==> config.mk <==
export PLATFORM = sky130hd
export DESIGN_NAME = gpio_irq_bank
export DESIGN_NICKNAME = d
export VERILOG_FILES = /design/src/rtl/gpio_bank_pkg.sv /design/src/rtl/gpio_bank_sync.sv /design/src/rtl/gpio_bank_regs.sv /design/src/rtl/gpio_bank_detect.sv /design/src/rtl/gpio_irq_bank.sv
export SDC_FILE = /design/constraint.sdc
export NUM_CORES = 1
export LEC_CHECK = 0
export BUFFER_PORTS_ARGS = -buffer_cell sky130_fd_sc_hd__buf_4
export CAP_MARGIN = 5
export CORE_MARGIN = 1.5
export CORE_UTILIZATION = 35
export CTS_CLUSTER_DIAMETER = 40
export CTS_CLUSTER_SIZE = 24
export DETAILED_ROUTE_END_ITERATION = 6
export SETUP_SLACK_MARGIN = 0.1
export SYNTH_ARGS = -nofsm -noshare
export SYNTH_HDL_FRONTEND = slang
export SYNTH_HIERARCHICAL = 1
export SYNTH_SLANG_ARGS = --single-unit
==> constraint.sdc <==
create_clock -name clk -period 2.2 [get_ports clk]
set_clock_uncertainty 0.15 [all_clocks]
set_input_delay 0.44 -clock clk [delete_from_list [all_inputs] [get_ports clk]]
set_output_delay 0.44 -clock clk [all_outputs]
set_load 0.1 [all_outputs]
==> src/rtl/gpio_bank_pkg.sv <==
package gpio_bank_pkg;

    localparam int MAX_LINES = 32;
    localparam int ADDR_W    = 7;

    typedef logic [MAX_LINES-1:0] lvec_t;

    // Word index = byte offset / 4
    typedef enum logic [4:0] {
        W_MODE   = 5'h00,
        W_DIR    = 5'h01,
        W_DOUT   = 5'h02,
        W_DIN    = 5'h03,
        W_STAT   = 5'h04,
        W_CLR    = 5'h05,
        W_MASK   = 5'h06,
        W_UNMASK = 5'h07,
        W_NEG    = 5'h08,
        W_EDGE   = 5'h09,
        W_BOTH   = 5'h13
    } word_e;

    typedef struct packed {
        lvec_t irq_mode;
        lvec_t dir_out;
        lvec_t dout;
        lvec_t neg;
        lvec_t edg;
        lvec_t both;
    } ctrl_t;

    typedef struct packed {
        logic  wr;
        word_e idx;
        lvec_t data;
    } bus_wr_t;

    function automatic lvec_t line_mask(input int n);
        logic [MAX_LINES:0] m;
        m = ({{MAX_LINES{1'b0}}, 1'b1} << n) - {{MAX_LINES{1'b0}}, 1'b1};
        return m[MAX_LINES-1:0];
    endfunction

endpackage

==> src/rtl/gpio_bank_sync.sv <==
module gpio_bank_sync #(
    parameter int W = 32
) (
    input  logic         clk,
    input  logic         rst,
    input  logic [W-1:0] d,
    output logic [W-1:0] q
);
    logic [W-1:0] meta_q;

    always_ff @(posedge clk) begin
        if (rst) begin
            meta_q <= '0;
            q      <= '0;
        end else begin
            meta_q <= d;
            q      <= meta_q;
        end
    end
endmodule

==> src/rtl/gpio_bank_regs.sv <==
module gpio_bank_regs
    import gpio_bank_pkg::*;
#(
    parameter int NUM_LINES = 32
) (
    input  logic    clk,
    input  logic    rst,
    input  bus_wr_t bw,
    output ctrl_t   ctrl,
    output lvec_t   en,
    output lvec_t   clr_pulse
);
    localparam lvec_t LMASK = line_mask(NUM_LINES);

    lvec_t wd;
    assign wd = bw.data & LMASK;

    always_ff @(posedge clk) begin
        if (rst) begin
            ctrl <= '0;
            en   <= '0;
        end else if (bw.wr) begin
            case (bw.idx)
                W_MODE:   ctrl.irq_mode <= wd;
                W_DIR:    ctrl.dir_out  <= wd;
                W_DOUT:   ctrl.dout     <= wd;
                W_NEG:    ctrl.neg      <= wd;
                W_EDGE:   ctrl.edg      <= wd;
                W_BOTH:   ctrl.both     <= wd;
                W_MASK:   en            <= en & wd;
                W_UNMASK: en            <= en | wd;
                default:  ;
            endcase
        end
    end

    assign clr_pulse = (bw.wr && bw.idx == W_CLR) ? wd : '0;
endmodule

==> src/rtl/gpio_bank_detect.sv <==
module gpio_bank_detect
    import gpio_bank_pkg::*;
#(
    parameter int NUM_LINES = 32
) (
    input  logic  clk,
    input  logic  rst,
    input  lvec_t s,
    input  lvec_t irq_mode,
    input  lvec_t neg,
    input  lvec_t edg,
    input  lvec_t both,
    input  lvec_t clr,
    output lvec_t status
);
    for (genvar i = 0; i < MAX_LINES; i++) begin : g_line
        if (i < NUM_LINES) begin : g_on
            logic prev_q, st_q, rise, fall, hit;

            always_comb begin
                rise = s[i] & ~prev_q;
                fall = ~s[i] & prev_q;
                hit  = both[i] ? (rise | fall) : (neg[i] ? fall : rise);
            end

            always_ff @(posedge clk) begin
                if (rst) begin
                    prev_q <= 1'b0;
                    st_q   <= 1'b0;
                end else begin
                    prev_q <= s[i];
                    if (!irq_mode[i])
                        st_q <= 1'b0;
                    else if (!edg[i])
                        st_q <= s[i] ^ neg[i];
                    else
                        st_q <= hit | (st_q & ~clr[i]);
                end
            end

            assign status[i] = st_q;
        end else begin : g_off
            assign status[i] = 1'b0;
        end
    end
endmodule

==> src/rtl/gpio_irq_bank.sv <==
module gpio_irq_bank
    import gpio_bank_pkg::*;
#(
    parameter int NUM_LINES = 32
) (
    input  logic                 clk,
    input  logic                 rst,
    input  logic                 bus_wr,
    input  logic [ADDR_W-1:0]    bus_addr,
    input  logic [31:0]          bus_wdata,
    output logic [31:0]          bus_rdata,
    input  logic [NUM_LINES-1:0] pad_in,
    output logic [NUM_LINES-1:0] pad_out,
    output logic [NUM_LINES-1:0] pad_oe,
    output logic                 irq_out
);
    logic    aligned;
    word_e   idx;
    bus_wr_t bw;
    ctrl_t   ctrl;
    lvec_t   en, clr_pulse, status, s_all, oe_all;
    logic [NUM_LINES-1:0] s_n;

    assign aligned = (bus_addr[1:0] == 2'b00);
    assign idx     = word_e'(bus_addr[ADDR_W-1:2]);
    assign bw.wr   = bus_wr & aligned;
    assign bw.idx  = idx;
    assign bw.data = bus_wdata;

    gpio_bank_regs #(.NUM_LINES(NUM_LINES)) u_regs (
        .clk(clk), .rst(rst), .bw(bw), .ctrl(ctrl), .en(en), .clr_pulse(clr_pulse)
    );

    gpio_bank_sync #(.W(NUM_LINES)) u_sync (
        .clk(clk), .rst(rst), .d(pad_in), .q(s_n)
    );

    assign s_all = lvec_t'(s_n);

    gpio_bank_detect #(.NUM_LINES(NUM_LINES)) u_det (
        .clk(clk), .rst(rst), .s(s_all),
        .irq_mode(ctrl.irq_mode), .neg(ctrl.neg), .edg(ctrl.edg), .both(ctrl.both),
        .clr(clr_pulse), .status(status)
    );

    assign oe_all  = ctrl.dir_out & ~ctrl.irq_mode;
    assign pad_oe  = oe_all[NUM_LINES-1:0];
    assign pad_out = ctrl.dout[NUM_LINES-1:0];
    assign irq_out = |(status & en);

    always_comb begin
        bus_rdata = '0;
        if (aligned) begin
            case (idx)
                W_MODE:  bus_rdata = ctrl.irq_mode;
                W_DIR:   bus_rdata = ctrl.dir_out;
                W_DOUT:  bus_rdata = ctrl.dout;
                W_DIN:   bus_rdata = s_all;
                W_STAT:  bus_rdata = status;
                W_MASK:  bus_rdata = en;
                W_NEG:   bus_rdata = ctrl.neg;
                W_EDGE:  bus_rdata = ctrl.edg;
                W_BOTH:  bus_rdata = ctrl.both;
                default: bus_rdata = '0;
            endcase
        end
    end
endmodule

==> flow_summary.ini <==
[placement]
pre_cts_ws_ns = -0.695
place_hpwl_mm = 42.5
io_buffers = 170
gpl.final_weighted_congestion = 0.871

[grt]
grtUsageTotal_pct = 22.8
grt_pass1_vias = 15941
grt_max_degree = 82
antenna_found_initial = 0
grt-ovfl-total = 0
grt_pass1_wl_mm = 93.9

[run]
maxCapViolCount = 0

[setup_path]
crit_slowest_cell = or3b_4
cp_max_fo = 6
path_delay_family = simple AND/OR/NAND/NOR gates
regToRegSetupSlack_ns = 0.61
path_class = primary input to output port
crit_required_ns = 1.61
cp-start-kind = primary input
crit_chain = buf_8, or3b_4, nor3b_4, buf_6, buf_16, a22oi_2, a41oi_4, buf_12
critPathMaxStageDelay_ns = 0.42
crit_buf_inv = 4
crit_arrival_ns = 2.12
worstSetupEndpointType = output port

[synthesis]
synth_edf_count = 0
synth-main-ff-cell = dfxtp_1
yosysTopAreaCell = dfxtp_1
synth_fa_ha_area_share_pct = 4.40
synth.area.top_cells = dfxtp_1 39%, mux2i_1 11%, nand2b_1 7.8%, ha_1 4.4%, a22oi_1 3.3%
syn_nets = 2068
synth_top_family_by_area = simple AND/OR/NAND/NOR gates
yosys_warnings = 6
syn_avg_cell_area_sq_um = 9.43
synth_top_area_share_pct = 38.7
async_flop_share_pct = 0
synth_most_common_cell = dfxtp_1
netlist_area_sq_um = 18200
yosys.area_share.simple_pct = 23.6
ys_ff_latch = 352
syn-instance-count = 1930
synth_xor_area_share_pct = 1.54
synth-compound-area-share_pct = 13.8
synthTopCellsByCount = 352 x dfxtp_1, 227 x nand2b_1, 201 x mux2i_1
muxShareOfSynthArea_pct = 11.2
ys_seq_area_share_pct = 38.7
ys_types = 55

[sta]
fin_hold_ws_ns = 0.123
maxSlewViolCount = 0
hold_viol_final = 0
max_freq_mhz = 369
setup_viol = 33
timing.final.crit_share_pct = 123
rsz0062_at_grt = yes
fin_tns_setup_ns = -15.37
maxSlewHeadroom_pct = 54.4
tightest_slew_ns = 0.683
post-route-min-period_ns = 2.71
setup_ws_ns = -0.508

[drt]
drc = 0
drtIter0Drc = 1155
routed_via_density = 5.40
routed_wl_mm = 62.4
ant_nets = 0
drtPass1Iterations = 7
wire_per_inst_um = 21.3
vias = 15873

[floorplanning]
io-pin-count = 171
initial_core_util_pct = 35.5
fp.dieArea_sq_um = 53400
rows = 83
core_area_sq_um = 51300
die_y_um = 231
die_w_um = 231

[cells_and_area]
nFillCells = 4719
final_util_pct = 49.2
diodes = 0
drive_gt1_share_pct = 28.9
areaGrowthSynthToFinish_pct = 38.7
nNetsFinal = 2344

[worst_hold_path]
worst_hold_path_type = primary input to flip-flop

[clock_tree]
clock-sinks = 352
clk_latency_ns = 0.61
cts_tree = done
cts_buffers = 60
cts_buffer_depth = 3
htreeDepth = 2
cts.clk_slew.worst_paths_ns = 0.05
cts-root-buf = clkbuf_16

[power]
p_leak_uw = 0.0100
peakVddDrop_mv = 0.588
powerDensity_nw_per_um2 = 685

[run_status]
status = finished with violations
violations = negative setup slack
==> layer usage <==
metal | GRT usage (%) | up-vias | routed length, um
li1 | - | 7386 | -
met1 | 29.5 | 7774 | 27000
met2 | 36.5 | 582 | 28700
met3 | 4.50 | 131 | 4390
met4 | 10.3 | 0 | 2310
met5 | 0 | - | 0
==> placed cells by master (no fill, tap or decap), types with 21 or more instances in the layout <==
cell | synthesis | routed
o2111ai_1 | 32 | 32
inv_1 | 64 | 64
dlygate4sd3_1 | 0 | 64
nor2b_2 | 60 | 91
xor2_1 | 32 | 32
nand3b_1 | 21 | 21
clkbuf_16 | 0 | 64
ha_1 | 64 | 64
nor4_1 | 22 | 22
nand3_1 | 64 | 64
and4bb_1 | 32 | 32
mux2i_1 | 201 | 201
a22oi_2 | 0 | 27
a21oi_1 | 96 | 86
nor3_1 | 24 | 22
nand2_1 | 25 | 23
buf_12 | 0 | 74
buf_4 | 35 | 217
nand2b_1 | 227 | 226
o21ai_0 | 85 | 85
and3_1 | 34 | 33
nor2_1 | 110 | 110
a22oi_1 | 80 | 53
dfxtp_1 | 352 | 339
==> area by class of cell <==
cell class	count	area, sq um	share of cell area, %
sequential	352	7070	28.0
clock buffer	70	1600	6.34
clock inverter	43	478	1.89
multi-input combinational	1341	10800	42.8
tap	680	851	3.37
timing repair buffer	387	4200	16.6
inverter	64	240	0.952
==> logic make-up (layout without fill, tap and decap cells) <==
group / count (synthesis) / in the layout
buffers and inverters: 237 / 564
AND/OR/NAND/NOR: 684 / 684
AO/OA/AOI/OAI: 358 / 358
XOR/XNOR: 32 / 32
multiplexers: 203 / 203
adder cells (fa/ha/maj): 64 / 64
flip-flops: 352 / 352
==> registers in the layout, indices dropped and copies added (netlist names) <==
register                  flops
u_sync/meta_q                32
u_det/g_line.g_on.prev_q     32
u_det/g_line.g_on.st_q       32
u_regs/ctrl                 192
u_regs/en                    32
u_sync/q                     32
==> power by group <==
| part | total (uW) | internal, uW | switching [uW] |
|---|---|---|---|
| logic | 1210 | 559 | 653 |
| registers | 6520 | 6460 | 63.4 |
| clock network | 9550 | 6000 | 3550 |
| total | 17300 | 13000 | 4260 |
==> through the flow <==
step,total power (uW),cell area (sq um),std cells
6_report,17300,25200,2937
5_1_grt,17800,25200,2937
4_1_cts,17400,25000,2934
3_5_place_dp,7720,21400,2751
3_3_place_gp,7690,21400,2751
2_1_floorplan,7220,18700,1930
==> worst paths after layout <==
check / start / to / cells past startpoint
setup / recovery: bus_addr[6] / bus_rdata[18] / 8
hold / removal: rst / u_det/g_line[10].g_on.prev_q / 2
setup reg to reg: u_sync/q[19] / u_det/g_line[19].g_on.st_q / 5
hold reg to reg: u_sync/meta_q[30] / u_sync/q[30] / 1
==> what timing repair did <==
action,in CTS,in global routing
gates resized for setup,179,41
cloned,1,3
hold buffers,64,0
endpoints found under the setup margin,39,39
hold endpoints to repair,112,0
pin swaps,26,19
setup buffers,6,1
(Power assumes the default switching activity.)
